--- src/rtl/rxq_pkg.sv ---
package rxq_pkg;

  // Burst length after limiting the request to the queue depth.
  function automatic int unsigned clamp_len(int unsigned req, int unsigned depth);
    return (req > depth) ? depth : req;
  endfunction

  // A byte is refused only when it closes a burst that asked for it.
  function automatic logic nak_due(int unsigned left, logic nak_req);
    return nak_req && (left == 1);
  endfunction

  // Circular index step over a queue of the given depth.
  function automatic int unsigned wrap_inc(int unsigned idx, int unsigned depth);
    return (idx + 1 >= depth) ? 0 : idx + 1;
  endfunction

endpackage

--- src/rtl/rxq_shift.sv ---
module rxq_shift #(
  parameter int DW = 8
) (
  input  logic          clk,
  input  logic          rst_n,
  input  logic          busy,
  input  logic          bit_vld,
  input  logic          bit_val,
  output logic          byte_done,
  output logic [DW-1:0] byte_data
);
  localparam int BW = (DW > 1) ? $clog2(DW) : 1;

  logic [BW-1:0] bit_cnt;
  logic [DW-2:0] acc;

  assign byte_done = busy && bit_vld && (bit_cnt == BW'(DW - 1));
  assign byte_data = {acc, bit_val};

  always_ff @(posedge clk or negedge rst_n) begin
    if (!rst_n) begin
      bit_cnt <= '0;
      acc     <= '0;
    end else if (!busy) begin
      bit_cnt <= '0;
    end else if (bit_vld) begin
      bit_cnt <= byte_done ? '0 : bit_cnt + 1'b1;
      acc     <= {acc[DW-3:0], bit_val};
    end
  end
endmodule

--- src/rtl/rxq_fifo.sv ---
module rxq_fifo #(
  parameter int DEPTH = 64,
  parameter int DW    = 8
) (
  input  logic                       clk,
  input  logic                       rst_n,
  input  logic                       push,
  input  logic [DW-1:0]              push_data,
  input  logic                       pop,
  output logic [DW-1:0]              rd_data,
  output logic                       empty,
  output logic [$clog2(DEPTH+1)-1:0] level
);
  import rxq_pkg::*;
  localparam int AW = (DEPTH > 1) ? $clog2(DEPTH) : 1;
  localparam int LW = $clog2(DEPTH + 1);

  logic [DW-1:0] mem [DEPTH];
  logic [AW-1:0] wptr, rptr;
  logic          full, push_ok, pop_ok;

  assign full    = (level == LW'(DEPTH));
  assign empty   = (level == '0);
  assign push_ok = push && !full;
  assign pop_ok  = pop && !empty;
  assign rd_data = empty ? '0 : mem[rptr];

  always_ff @(posedge clk) begin
    if (push_ok) mem[wptr] <= push_data;
  end

  always_ff @(posedge clk or negedge rst_n) begin
    if (!rst_n) begin
      wptr  <= '0;
      rptr  <= '0;
      level <= '0;
    end else begin
      if (push_ok) wptr <= AW'(wrap_inc(int'(wptr), DEPTH));
      if (pop_ok)  rptr <= AW'(wrap_inc(int'(rptr), DEPTH));
      case ({push_ok, pop_ok})
        2'b10:   level <= level + 1'b1;
        2'b01:   level <= level - 1'b1;
        default: level <= level;
      endcase
    end
  end
endmodule

--- src/rtl/rxq_ctrl.sv ---
module rxq_ctrl #(
  parameter int DEPTH   = 64,
  parameter int FIELD_W = 7
) (
  input  logic                       clk,
  input  logic                       rst_n,
  input  logic                       launch,
  input  logic [FIELD_W-1:0]         req_cnt,
  input  logic                       req_nak,
  input  logic                       byte_done,
  output logic                       busy,
  output logic [$clog2(DEPTH+1)-1:0] remain,
  output logic                       nak_now,
  output logic                       last_byte
);
  import rxq_pkg::*;
  localparam int CNT_W = $clog2(DEPTH + 1);

  logic nak_en;
  logic launch_ok;

  assign launch_ok = launch && !busy && (req_cnt != '0);
  assign last_byte = byte_done && (remain == CNT_W'(1));
  assign nak_now   = nak_due(int'(remain), nak_en);

  always_ff @(posedge clk or negedge rst_n) begin
    if (!rst_n) begin
      busy   <= 1'b0;
      remain <= '0;
      nak_en <= 1'b0;
    end else if (launch_ok) begin
      busy   <= 1'b1;
      remain <= CNT_W'(clamp_len(int'(req_cnt), DEPTH));
      nak_en <= req_nak;
    end else if (byte_done) begin
      remain <= remain - 1'b1;
      if (last_byte) busy <= 1'b0;
    end
  end
endmodule

--- src/rtl/rxq_burst_rx.sv ---
module rxq_burst_rx #(
  parameter int DEPTH     = 64,
  parameter int DW        = 8,
  parameter int REG_W     = 8,
  parameter int NAK_BIT   = 7,
  parameter int DONE_BIT  = 4,
  parameter int EMPTY_BIT = 2
) (
  input  logic             clk,
  input  logic             rst_n,
  input  logic             ctl_wr,
  input  logic [REG_W-1:0] ctl_wdata,
  input  logic             stat_wr,
  input  logic [REG_W-1:0] stat_wdata,
  output logic [REG_W-1:0] status,
  output logic [REG_W-1:0] fifo_status,
  input  logic             pop,
  output logic [DW-1:0]    pop_data,
  input  logic             bit_vld,
  input  logic             bit_val,
  output logic             rx_busy,
  output logic             ack_strobe,
  output logic             ack_is_nak
);
  localparam int FIELD_W = NAK_BIT;
  localparam int CNT_W   = $clog2(DEPTH + 1);

  // Internal events, named for the checker
  logic             busy;
  logic [CNT_W-1:0] remain;
  logic [CNT_W-1:0] level;
  logic             byte_done;
  logic [DW-1:0]    byte_data;
  logic             last_byte;
  logic             nak_now;
  logic             q_empty;
  logic             done_q;

  rxq_ctrl #(.DEPTH(DEPTH), .FIELD_W(FIELD_W)) u_ctrl (
    .clk       (clk),
    .rst_n     (rst_n),
    .launch    (ctl_wr),
    .req_cnt   (ctl_wdata[FIELD_W-1:0]),
    .req_nak   (ctl_wdata[NAK_BIT]),
    .byte_done (byte_done),
    .busy      (busy),
    .remain    (remain),
    .nak_now   (nak_now),
    .last_byte (last_byte)
  );

  rxq_shift #(.DW(DW)) u_shift (
    .clk       (clk),
    .rst_n     (rst_n),
    .busy      (busy),
    .bit_vld   (bit_vld),
    .bit_val   (bit_val),
    .byte_done (byte_done),
    .byte_data (byte_data)
  );

  rxq_fifo #(.DEPTH(DEPTH), .DW(DW)) u_fifo (
    .clk       (clk),
    .rst_n     (rst_n),
    .push      (byte_done),
    .push_data (byte_data),
    .pop       (pop),
    .rd_data   (pop_data),
    .empty     (q_empty),
    .level     (level)
  );

  always_ff @(posedge clk or negedge rst_n) begin
    if (!rst_n)                              done_q <= 1'b0;
    else if (last_byte)                      done_q <= 1'b1;
    else if (stat_wr && stat_wdata[DONE_BIT]) done_q <= 1'b0;
  end

  always_comb begin
    status                 = '0;
    status[DONE_BIT]       = done_q;
    fifo_status            = '0;
    fifo_status[EMPTY_BIT] = q_empty;
  end

  assign rx_busy    = busy;
  assign ack_strobe = byte_done;
  assign ack_is_nak = byte_done && nak_now;
endmodule

--- config.mk ---
export PLATFORM = sky130hd
export DESIGN_NAME = rxq_burst_rx
export DESIGN_NICKNAME = d
export VERILOG_FILES = /design/src/rtl/rxq_pkg.sv /design/src/rtl/rxq_shift.sv /design/src/rtl/rxq_fifo.sv /design/src/rtl/rxq_ctrl.sv /design/src/rtl/rxq_burst_rx.sv
export SDC_FILE = /design/constraint.sdc
export NUM_CORES = 1
export LEC_CHECK = 0
export BUFFER_PORTS_ARGS = -buffer_cell sky130_fd_sc_hd__buf_2
export CORE_MARGIN = 2
export CORE_UTILIZATION = 35
export CTS_BUF_LIST = sky130_fd_sc_hd__clkbuf_4 sky130_fd_sc_hd__clkbuf_8
export CTS_CLUSTER_SIZE = 30
export DETAILED_ROUTE_END_ITERATION = 16
export HOLD_SLACK_MARGIN = 0.03
export PLACE_DENSITY = 0.58
export SYNTH_ARGS = -nofsm -noshare
export SYNTH_HDL_FRONTEND = slang
export SYNTH_SLANG_ARGS = --single-unit
--- constraint.sdc ---
create_clock -name clk -period 8.3 [get_ports clk]
set_input_delay 1.245 -clock clk [delete_from_list [all_inputs] [get_ports clk]]
set_output_delay 1.245 -clock clk [all_outputs]
set_load 0.05 [all_outputs]
==> results.rst, run 1 <==
.. list-table::
   :header-rows: 1

   * - Metric
     - Value
   * - Final instance count without filler cells
     - 2119
   * - Total instance count after detailed placement
     - 1960
   * - Initial antenna violation count
     - 0
   * - Post-CTS clock slew at the launch and capture registers of the worst setup and hold paths
     - roughly 0.060 ns
   * - Clock root buffer
     - sky130_fd_sc_hd__clkbuf_8
   * - Clock tree from TritonCTS
     - yes
   * - Worst path max stage delay
     - 0.89 ns
   * - Routed via count
     - 10963
   * - Buffer count from post-CTS setup fixing
     - 0
   * - Boundary pin count
     - 50
   * - Growth of design area from synthesis to finish
     - 12.05%
   * - Number of synthesized register bits
     - 551
   * - Most common flop cell mapped by yosys
     - sky130_fd_sc_hd__edfxtp_1
   * - Number of synthesized flops with an enable pin
     - 512
   * - Post-synthesis cell count
     - 1135
   * - Final core utilization
     - 0.3953
   * - Post-synth top area share
     - 0.6947
   * - Worst path slowest cell
     - sky130_fd_sc_hd__dfrtp_4
   * - Number of global-route vias before repair
     - 10974
   * - Per-cell routed wire length
     - 22.94 µm
   * - Die height
     - 255.5 µm
   * - Most common library cell in the layout ignoring fill and taps
     - sky130_fd_sc_hd__edfxtp_1
   * - Critical Path, Cell by Cell
     - buf_12, mux4_2, mux2i_1, nand3_1, o21ai_0, o22ai_1, buf_2
   * - Clock Latency Late Sink
     - 0.68 ns
   * - Gr usage total
     - 0.1476
   * - Worst path required time
     - between 7 and 8 ns
   * - Global placement routability congestion
     - 0.7606
   * - Clock buffer count from CTS
     - 91
   * - Synthesis warning total
     - 0
   * - Worst hold-check path type
     - flop to flop
   * - Maximum capacitance violations
     - 0
   * - Quantity of gates resized following cts
     - 0
   * - Setup repair after global routing missed its margin
     - false
   * - Final setup violation count
     - 0
   * - Distinct cell type count after synthesis
     - between 60 and 70
   * - Aggregate negative setup slack
     - 0 ns
   * - Achievable Freq
     - approximately 180 MHz
   * - Slew at the pin with the worst max-slew slack
     - 1.244 ns
   * - Post-synth design cell area
     - about 0.022 mm²
   * - Sink count of the clock tree
     - 551
   * - Core Rows
     - 92
   * - H-Tree Depth
     - 3
   * - Final Critical Period
     - between 5 and 6 ns
   * - Half-perimeter wire length after placement
     - 27.51 mm
   * - Mean instance size in the synthesized netlist
     - 19.50 µm²
   * - Cell taking the most area after synthesis
     - sky130_fd_sc_hd__edfxtp_1
   * - CTS Hold Bufs
     - 0
   * - Quantity of I/O buffers inserted on ports
     - 28
   * - Largest fanout of any net on the critical path
     - 107
   * - Final Hold Fails
     - 0
   * - Final clock skew
     - approximately 0.046 ns
   * - Post-synth ARST share
     - 0.07078
   * - Worst slew slack as a fraction of its limit
     - 0.1706
   * - Static leakage power
     - 7.870 nW
   * - Max Transition Viols Final
     - 0
   * - Met1 track demand over resource in global routing
     - 0.2080
   * - Critical path capture point type
     - primary output
   * - Result of the run
     - completed
   * - Maximum number of pins on one net before global-route repair
     - 108
   * - Core Area
     - 0.06274 mm²
   * - Setup slack after layout
     - between 2 and 3 ns
   * - Post-detailed-route via-to-cell ratio
     - slightly above 5
   * - Detailed-routing iteration count for the pre-antenna-repair pass
     - 6
   * - Most utilized layer in the global route result
     - met2
   * - Largest vdd supply drop
     - 0.0001598 V
   * - Number of violations reported at the end of detailed-routing iteration 0
     - slightly below 1000
   * - Fraction of layout cells with a size suffix above 1
     - 0.2553
   * - Min Hold Slack
     - between 0.4 and 0.5 ns
   * - Total Nets Final
     - 1239
   * - Type of the worst setup path
     - flop to primary output
   * - Antenna diode instance count
     - 0
   * - Fraction of the cycle the final worst path needs
     - 0.6722
   * - Number of filler instances in the final layout
     - 5628
   * - Setup slack at placement
     - 3.360 ns
   * - ANT nets after route
     - 0
   * - Aggregate routed wire length
     - 48.60 mm
   * - CP arrival
     - 4.33 ns
   * - Starting Density
     - 0.3528
   * - PD cells
     - 317.9 mW/mm²
   * - DRC violations left
     - 0
   * - Met3 usage in global routing
     - 0.03611
   * - Commonest cells after routing, fill and taps aside
     - sky130_fd_sc_hd__edfxtp_1, sky130_fd_sc_hd__mux4_2, sky130_fd_sc_hd__clkbuf_8
   * - Sequential share of the synthesized area
     - 0.7388
   * - Leading post-synthesis cells by cell area
     - sky130_fd_sc_hd__edfxtp_1, sky130_fd_sc_hd__mux4_2, sky130_fd_sc_hd__dfrtp_1
   * - Die outline area
     - around 0.065 mm²
   * - GR met2 Demand/Resource
     - 0.2306
   * - First-pass GRT wire length
     - about 71 mm
   * - Width of the die
     - between 200 and 300 µm
   * - Max Buffers Root-to-Sink
     - 3
   * - Total congestion overflow after global routing
     - 0
   * - Startpoint types
     - flop
==> where the power goes <==
part | total, mW | internal, mW | switching [mW]
sequential | 3.78 | 3.41 | 0.375
clock | 2.29 | 1.21 | 1.07
combinational | 1.81 | 0.725 | 1.09
total | 7.88 | 5.35 | 2.54
==> cells in the mapped netlist, drive strengths merged, types with 10 or more instances <==
library cell  number
clkbuf            28
buf               46
nand3             22
dfrtp             39
a21oi             14
mux4             130
mux2              10
nand3b            12
mux2i             34
nor2              85
edfxtp           512
nor2b             14
o21ai             16
nand2             36
xor2              10
==> cells by family (layout without fill, tap and decap cells) <==
group,after synthesis,count (layout),synth area share
other,1,14,0.0001695
XOR/XNOR,16,16,0.006332
AND/OR/NAND/NOR,203,203,0.04348
buffers and inverters,83,208,0.02131
AO/OA/AOI/OAI,98,98,0.03115
adder cells (fa/ha/maj),9,9,0.005089
multiplexers,174,174,0.1536
flip-flops,551,551,0.7388
==> cell type report <==
| cell class | count | area [µm²] | area share |
|---|---|---|---|
| Clock inverter | 43 | 276.5 | 0.01115 |
| Timing Repair Buffer | 40 | 242.7 | 0.009789 |
| Multi-Input combinational cell | 514 | 5364 | 0.2163 |
| Inverter | 9 | 33.78 | 0.001362 |
| Tap cell | 846 | 1059 | 0.04269 |
| Sequential cell | 551 | 16370 | 0.6601 |
| Clock buffer | 116 | 1453 | 0.05858 |
==> registers in the layout, indices dropped and copies added, names as in the netlist <==
register	flops
u_ctrl.remain	7
u_fifo.mem	512
u_shift.bit_cnt	3
u_shift.acc	7
u_ctrl.busy	1
u_fifo.rptr	6
done_q	1
u_fifo.wptr	6
u_ctrl.nak_en	1
u_fifo.level	7
==> worst paths after layout <==
path                       cells after the start                          end                      startpoint  slack, ns
setup / recovery                               7                  pop_data[0]      u_fifo.rptr[0]$_DFFE_PN0P_       2.72
hold / removal                                 1           done_q$_DFFE_PN0P_              done_q$_DFFE_PN0P_       0.47
setup reg to reg                               8  u_fifo.mem[22][0]$_DFFE_PP_  u_shift.bit_cnt[0]$_DFFE_PN0P_       4.44
hold reg to reg                                1           done_q$_DFFE_PN0P_              done_q$_DFFE_PN0P_       0.47
max in group asynchronous                      1   u_fifo.rptr[1]$_DFFE_PN0P_                           rst_n       6.87
min in group asynchronous                      1   u_fifo.rptr[2]$_DFFE_PN0P_                           rst_n       0.73
==> per-layer routing <==
layer,share of wire,vias to the layer above
met1,0.44,5748
met4,0.017,0
li1,-,4748
met2,0.47,397
met5,0,-
met3,0.067,70
==> worst max-delay path: cells and delay by family, from the launching register on <==
| family | cells | cell delay (ns) |
|---|---|---|
| AOI/OAI and AO/OA | 2 | 0.45 |
| buffers and inverters | 2 | 0.90 |
| and+or+nand+nor | 1 | 0.13 |
| muxes | 2 | 1.04 |
| DFF | 1 | 0.89 |
==> per-stage QoR <==
stage | instance area [µm²] | power, mW
2_1_floorplan | 22180 | 5.002
3_3_place_gp | 23070 | 5.638
3_5_place_dp | 23070 | 5.678
4_1_cts | 24800 | 7.968
5_1_grt | 24800 | 8.216
6_report | 24800 | 7.883
No activity file was read; power rests on OpenSTA's default activity.
==> inputs of run 2 (changes only) <==
Settings changed: ABC_AREA set to 1.
Clock period 8.3 ns to 5.39 ns, I/O delays scaled along.
==> results.rst, run 2 <==
.. list-table::
   :header-rows: 1

   * - Metric
     - Value
   * - Result of the run
     - completed
   * - Total instance count after detailed placement
     - 3250 (+66%)
   * - Setup slack at placement
     - 1.396 ns (-1.964 ns)
   * - Post-detailed-route via-to-cell ratio
     - 4.725 (-8.7%)
   * - Maximum number of pins on one net before global-route repair
     - 124 (+15%)
   * - H-Tree Depth
     - 3 (unchanged)
   * - Starting Density
     - 0.3543 (+0.001560)
   * - Aggregate negative setup slack
     - 0 ns (unchanged)
   * - Final Critical Period
     - 4.651 ns
   * - Sequential share of the synthesized area
     - 0.6705 (-0.06835)
   * - Most common library cell in the layout ignoring fill and taps
     - sky130_fd_sc_hd__nand2_1
   * - Register with the most flip-flops
     - u_fifo.mem
   * - Synthesis warning total
     - 0 (unchanged)
   * - Growth of design area from synthesis to finish
     - 10.34%
   * - Leading post-synthesis cells by cell area
     - sky130_fd_sc_hd__edfxtp_1, sky130_fd_sc_hd__nand2_1, sky130_fd_sc_hd__nand3_1
   * - Max reg flops
     - 512 (unchanged)
   * - Worst path max stage delay
     - 0.68 ns (-0.21 ns)
   * - Core Rows
     - 96 (+4.3%)
   * - Die height
     - 268.0 µm (+4.9%)
   * - ANT nets after route
     - 0 (unchanged)
   * - Post-synth ARST share
     - 0.07078 (unchanged)
   * - Mean instance size in the synthesized netlist
     - 10.26 µm² (-47%)
   * - Fraction of the cycle the final worst path needs
     - 0.8629
   * - DRC violations left
     - 0 (unchanged)
   * - Most common flop cell mapped by yosys
     - sky130_fd_sc_hd__edfxtp_1
   * - Gr usage total
     - 0.1653 (+0.01768)
   * - Fraction of layout cells with a size suffix above 1
     - 0.09278 (-0.1625)
   * - Largest vdd supply drop
     - 0.0002855 V (+79%)
   * - CP arrival
     - 3.84 ns (-0.49 ns)
   * - Aggregate routed wire length
     - 59.06 mm (+22%)
   * - Core Area
     - 0.06883 mm² (+9.7%)
   * - Post-synthesis cell count
     - 2377 (+110%)
   * - Final core utilization
     - 0.3910 (-0.004312)
   * - Final Hold Fails
     - 0 (unchanged)
   * - Number of synthesized register bits
     - 551 (unchanged)
   * - Critical path capture point type
     - primary output
   * - List of most frequent post-synthesis cells
     - sky130_fd_sc_hd__nand2_1, sky130_fd_sc_hd__edfxtp_1, sky130_fd_sc_hd__nand3_1
   * - Largest fanout of any net on the critical path
     - 78 (-27%)
   * - Worst path slowest cell
     - sky130_fd_sc_hd__dfrtp_4
   * - Total congestion overflow after global routing
     - 0 (unchanged)
   * - Global placement routability congestion
     - 0.7998 (+5.2%)
   * - PD cells
     - 496.9 mW/mm² (+56%)
   * - Final instance count without filler cells
     - 3411 (+61%)
   * - Type of the worst setup path
     - flop to primary output
   * - Boundary pin count
     - 50 (unchanged)
   * - Min Hold Slack
     - 0.2892 ns (-0.1836 ns)
   * - Maximum capacitance violations
     - 0 (unchanged)
   * - Sink count of the clock tree
     - 551 (unchanged)
   * - Clock root buffer
     - sky130_fd_sc_hd__clkbuf_8
   * - Critical Path, Cell by Cell
     - inv_6, buf_4, nand2_1, nand2_1, nand2_1, nand3_1, nand3_1, nand2_1, nand2_1, nand2_1, nor2_1, nor2_1, buf_2
   * - Quantity of I/O buffers inserted on ports
     - 28 (unchanged)
   * - Clock buffer count from CTS
     - 89 (-2.2%)
   * - Cell with the most instances after synthesis
     - sky130_fd_sc_hd__nand2_1
   * - Max Buffers Root-to-Sink
     - 3 (unchanged)
   * - Number of violations reported at the end of detailed-routing iteration 0
     - 1182 (+19%)
   * - Initial antenna violation count
     - 1 (+1)
   * - Distinct cell type count after synthesis
     - 42 (-32%)
   * - Clock Latency Late Sink
     - 0.68 ns (about the same)
   * - Routed via count
     - 16116 (+47%)
   * - Static leakage power
     - 10.90 nW (+39%)
   * - Final clock skew
     - 0.01991 ns (-0.02592 ns)
   * - Final setup violation count
     - 0 (unchanged)
   * - Slew at the pin with the worst max-slew slack
     - 1.311 ns (+0.06692 ns)
   * - First-pass GRT wire length
     - 90.25 mm (+26%)
   * - Startpoint types
     - flop
   * - Worst hold-check path type
     - input port to async pin
   * - Per-cell routed wire length
     - 17.31 µm (-25%)
   * - Post-synth top area share
     - 0.6305 (-0.06427)
   * - Number of synthesized flops with an enable pin
     - 512 (unchanged)
   * - Top cell by count, worst path
     - sky130_fd_sc_hd__nand2_1
   * - Worst path required time
     - 4.58 ns (-2.47 ns)
   * - Buffer count from post-CTS setup fixing
     - 0 (unchanged)
   * - Post-CTS clock slew at the launch and capture registers of the worst setup and hold paths
     - 0.06 ns (about the same)
   * - Achievable Freq
     - 215.0 MHz
   * - Worst slew slack as a fraction of its limit
     - 0.1260 (-0.04461)
   * - Cell taking the most area after synthesis
     - sky130_fd_sc_hd__edfxtp_1
   * - Half-perimeter wire length after placement
     - 33.66 mm (+22%)
   * - Clock tree from TritonCTS
     - yes
   * - Total Nets Final
     - 2442 (+97%)
   * - Commonest cells after routing, fill and taps aside
     - sky130_fd_sc_hd__nand2_1, sky130_fd_sc_hd__edfxtp_1, sky130_fd_sc_hd__nand3_1
   * - Detailed-routing iteration count for the pre-antenna-repair pass
     - 5 (-1)
   * - Max Transition Viols Final
     - 0 (unchanged)
   * - Setup slack after layout
     - 0.7389 ns (-1.982 ns)
   * - Number of global-route vias before repair
     - 15560 (+42%)
   * - Setup repair after global routing missed its margin
     - false
   * - Width of the die
     - 268.0 µm (+4.9%)
   * - CTS Hold Bufs
     - 0 (unchanged)
   * - Post-synth design cell area
     - 0.02439 mm² (+10%)
   * - Quantity of gates resized following cts
     - 0 (unchanged)
   * - Die outline area
     - 0.07180 mm² (+10%)
[run 2: cell count changes after synthesis, sizes merged, moves of 12 or more]
cell and change:
nand3b -12, o21ai +62, clkbuf -16, nand3 +221
mux4 -130, nand2 +800, inv +225, mux2i -33
buf +63, nor2b -14, nor2 +144
[run 2: area by class of cell]
cell class,instances,area [µm²]
antenna,1,2.502
clock buffer,119,1469
clock inverter,41,274.0
fill,6614,41920
inverter,238,899.6
multi-input combinational,1480,6401
sequential,551,16370
tap,931,1165
timing repair buffer,50,330.3
[run 2: stage by stage]
stage               cell area (µm²)  total power, mW
global placement              25160            9.831
detailed placement            25160            9.881
floorplan                     24430            8.584
global route                  26910            14.13
finish                        26910            13.37
CTS                           26910            13.47
[run 2: logic make-up after synthesis]
logic type                 Yosys count  synth area share
buffers and inverters              359           0.06901
xor gates and xnor gates            17          0.006106
muxes                                1         0.0004105
DFF                                551            0.6705
and+or+nand+nor                   1332            0.2267
adders and majority gates            9          0.004618
AOI/OAI and AO/OA                  107           0.02247
other                                1         0.0001538
[run 2: worst paths after layout]
check                                                from                     endpoint  slack (ns)  cells past startpoint
hold / removal                                      rst_n  u_fifo.level[5]$_DFFE_PN0P_        0.29                      1
max in group asynchronous                           rst_n   u_fifo.rptr[1]$_DFFE_PN0P_        4.38                      1
setup reg to reg           u_shift.bit_cnt[0]$_DFFE_PN0P_  u_fifo.mem[42][0]$_DFFE_PP_        2.03                      9
hold reg to reg                        done_q$_DFFE_PN0P_           done_q$_DFFE_PN0P_        0.48                      2
min in group clk                             ctl_wdata[7]    u_ctrl.nak_en$_DFFE_PN0P_        0.35                      3
setup / recovery               u_fifo.rptr[0]$_DFFE_PN0P_                  pop_data[6]        0.74                     13
[run 2: critical path: cells and delay by family, from the launching register on]
family / cells / cell delay [ns]
flops: 1 / 0.68
simple gates: 10 / 1.03
buf+inv: 3 / 1.33
[run 2: where the power goes]
group	switching, mW	leakage [nW]	internal [mW]
combinational	3.24	4.86	1.18
sequential	0.342	5.12	5.01
clock	1.68	0.924	1.92
[run 2: routing by layer]
metal / up-vias / global-route usage / part of all wire
li1: 7834 / - / -
met1: 7706 / 0.2181 / 0.44
met2: 464 / 0.2707 / 0.47
met3: 112 / 0.03134 / 0.062
met4: 0 / 0.06236 / 0.029
met5: - / 0 / 0
==> inputs of run 3 (changes only) <==
Settings changed: REMOVE_ABC_BUFFERS set to 1.
Clock period 5.39 ns to 4.49 ns, I/O delays scaled along.
==> results.rst, run 3 (synthesis gave the netlist of run 2 again) <==
.. list-table::
   :header-rows: 1

   * - Metric
     - Value
   * - Core Rows
     - 96 (unchanged)
   * - Worst path required time
     - 3.82 ns (-0.76 ns)
   * - Post-CTS clock slew at the launch and capture registers of the worst setup and hold paths
     - 0.06 ns (about the same)
   * - CTS Hold Bufs
     - 0 (unchanged)
   * - Worst path max stage delay
     - 0.62 ns (-0.06 ns)
   * - Setup slack after layout
     - 0.2584 ns (-0.4805 ns)
   * - CP arrival
     - 3.56 ns (-0.28 ns)
   * - Min Hold Slack
     - 0.1573 ns (-0.1319 ns)
   * - Max reg flops
     - 512 (unchanged)
   * - Worst slew slack as a fraction of its limit
     - 0.1837 (+0.05770)
   * - Critical path capture point type
     - primary output
   * - Buffer count from post-CTS setup fixing
     - 0 (unchanged)
   * - Commonest cells after routing, fill and taps aside
     - sky130_fd_sc_hd__nand2_1, sky130_fd_sc_hd__edfxtp_1, sky130_fd_sc_hd__nand3_1
   * - Fraction of the cycle the final worst path needs
     - 0.9425
   * - Routed via count
     - 16333 (+1.3%)
   * - Total congestion overflow after global routing
     - 0 (unchanged)
   * - Maximum capacitance violations
     - 0 (unchanged)
   * - Startpoint types
     - flop
   * - Achievable Freq
     - 236.3 MHz
   * - Final setup violation count
     - 0 (unchanged)
   * - Most common library cell in the layout ignoring fill and taps
     - sky130_fd_sc_hd__nand2_1
   * - Detailed-routing iteration count for the pre-antenna-repair pass
     - 5 (unchanged)
   * - Post-detailed-route via-to-cell ratio
     - 4.749 (+0.52%)
   * - Gr usage total
     - 0.1658 (+0.0005000)
   * - Number of violations reported at the end of detailed-routing iteration 0
     - 1543 (+31%)
   * - Setup repair after global routing missed its margin
     - false
   * - Growth of design area from synthesis to finish
     - 11.65%
   * - Slew at the pin with the worst max-slew slack
     - 1.223 ns (-0.08790 ns)
   * - Static leakage power
     - 11.09 nW (+1.7%)
   * - Setup slack at placement
     - 1.037 ns (-0.3589 ns)
   * - First-pass GRT wire length
     - 91.12 mm (+0.97%)
   * - DRC violations left
     - 0 (unchanged)
   * - Worst path slowest cell
     - sky130_fd_sc_hd__inv_1
   * - ANT nets after route
     - 0 (unchanged)
   * - Clock Latency Late Sink
     - 0.70 ns (+0.02 ns)
   * - Per-cell routed wire length
     - 17.09 µm (-1.3%)
   * - Quantity of gates resized following cts
     - 0 (unchanged)
   * - Starting Density
     - 0.3543 (unchanged)
   * - Antenna diode instance count
     - 0 (-1)
   * - Die outline area
     - 0.07180 mm² (unchanged)
   * - Register with the most flip-flops
     - u_fifo.mem
   * - Crit path max-delay family
     - buffers and inverters
   * - Die height
     - 268.0 µm (unchanged)
   * - Core Area
     - 0.06883 mm² (unchanged)
   * - Half-perimeter wire length after placement
     - 34.51 mm (+2.5%)
   * - Total Nets Final
     - 2463 (+0.86%)
   * - Top cell by count, worst path
     - sky130_fd_sc_hd__nand2_1
   * - Largest vdd supply drop
     - 0.0004757 V (+67%)
   * - Global placement routability congestion
     - 0.8410 (+5.2%)
   * - Quantity of I/O buffers inserted on ports
     - 28 (unchanged)
   * - Clock tree from TritonCTS
     - yes
   * - Clock buffer count from CTS
     - 94 (+5.6%)
   * - Final Critical Period
     - 4.232 ns
   * - Worst hold-check path type
     - input port to async pin
   * - Critical Path, Cell by Cell
     - buf_4, inv_1, nand3_1, nand3_1, nand2_1, nand2_1, nand2_1, inv_1, a21oi_1, buf_2
   * - Largest fanout of any net on the critical path
     - 29 (-63%)
   * - Depth of the worst register-to-register path
     - 21 (+12)
   * - Max Buffers Root-to-Sink
     - 3 (unchanged)
   * - Initial antenna violation count
     - 0 (-1)
   * - PD cells
     - 601.6 mW/mm² (+21%)
   * - Total buffers and inverters traversed by the critical path
     - 4 (+1)
   * - Sink count of the clock tree
     - 551 (unchanged)
   * - Depth of the critical timing path with buffers and inverters included
     - 10 (-3)
   * - Boundary pin count
     - 50 (unchanged)
   * - Final Hold Fails
     - 0 (unchanged)
   * - Type of the worst setup path
     - flop to primary output
   * - Aggregate routed wire length
     - 58.78 mm (-0.48%)
   * - Number of global-route vias before repair
     - 15950 (+2.5%)
   * - Width of the die
     - 268.0 µm (unchanged)
   * - Max Transition Viols Final
     - 0 (unchanged)
   * - Final clock skew
     - 0.04883 ns (+0.02892 ns)
   * - H-Tree Depth
     - 3 (unchanged)
   * - Maximum number of pins on one net before global-route repair
     - 130 (+4.8%)
   * - Fraction of layout cells with a size suffix above 1
     - 0.1021 (+0.009294)
   * - Result of the run
     - completed
   * - Clock root buffer
     - sky130_fd_sc_hd__clkbuf_8
-- run 3: cell count changes in the layout (fill, tap and decap cells not counted), moves of 2 or more --
cell / change
sky130_fd_sc_hd__buf_4: +10
sky130_fd_sc_hd__clkbuf_8: +9
sky130_fd_sc_hd__buf_12: +6
sky130_fd_sc_hd__inv_6: -4
sky130_fd_sc_hd__clkinv_1: +3
sky130_fd_sc_hd__clkbuf_4: +2
sky130_fd_sc_hd__clkinv_2: +2
sky130_fd_sc_hd__inv_8: +2
-- run 3: path summary, 6_finish.rpt --
check,to,slack [ns],startpoint
max in group asynchronous,u_fifo.rptr[1]$_DFFE_PN0P_,3.60,rst_n
min reg2reg,done_q$_DFFE_PN0P_,0.48,done_q$_DFFE_PN0P_
max,pop_data[7],0.26,u_fifo.rptr[2]$_DFFE_PN0P_
min,u_ctrl.remain[3]$_DFFE_PN0P_,0.16,rst_n
min in group clk,u_ctrl.nak_en$_DFFE_PN0P_,0.22,ctl_wdata[7]
max reg2reg,u_fifo.level[6]$_DFFE_PN0P_,1.11,u_shift.bit_cnt[0]$_DFFE_PN0P_
-- run 3: area by class of cell --
class / count / area (µm²)
Tap cell: 931 / 1165
Timing Repair Buffer: 66 / 525.5
Multi-Input combinational cell: 1480 / 6401
Fill cell: 6723 / 41600
Sequential cell: 551 / 16370
Clock buffer: 130 / 1608
Inverter: 238 / 899.6
Clock inverter: 43 / 261.5
-- run 3: power by group --
group / internal, mW / switching (mW) / leakage, nW
clock: 2.44 / 2.06 / 0.998
combinational: 1.51 / 4.05 / 4.97
sequential: 6.01 / 0.312 / 5.12
total: 9.96 / 6.42 / 11.1
-- run 3: routing by layer --
layer,track usage,vias to the layer above,share of wire
li1,-,7879,-
met1,0.2247,7788,0.44
met2,0.2610,531,0.45
met3,0.03400,135,0.067
met4,0.06628,0,0.034
met5,0,-,0
-- run 3: through the flow --
step                      setup TNS [ns]  total power [mW]  utilization  area, µm²  instances
after global placement                 0             11.88       0.3684      25360       3266
after floorplan                   -44.28             10.12            -      23650       2269
final                                  0             16.38       0.3956      27230       3439
after global routing                   0             17.30       0.3956      27230       3439
after CTS                              0             16.48       0.3956      27230       3439
after detailed placement               0             11.97       0.3684      25360       3266
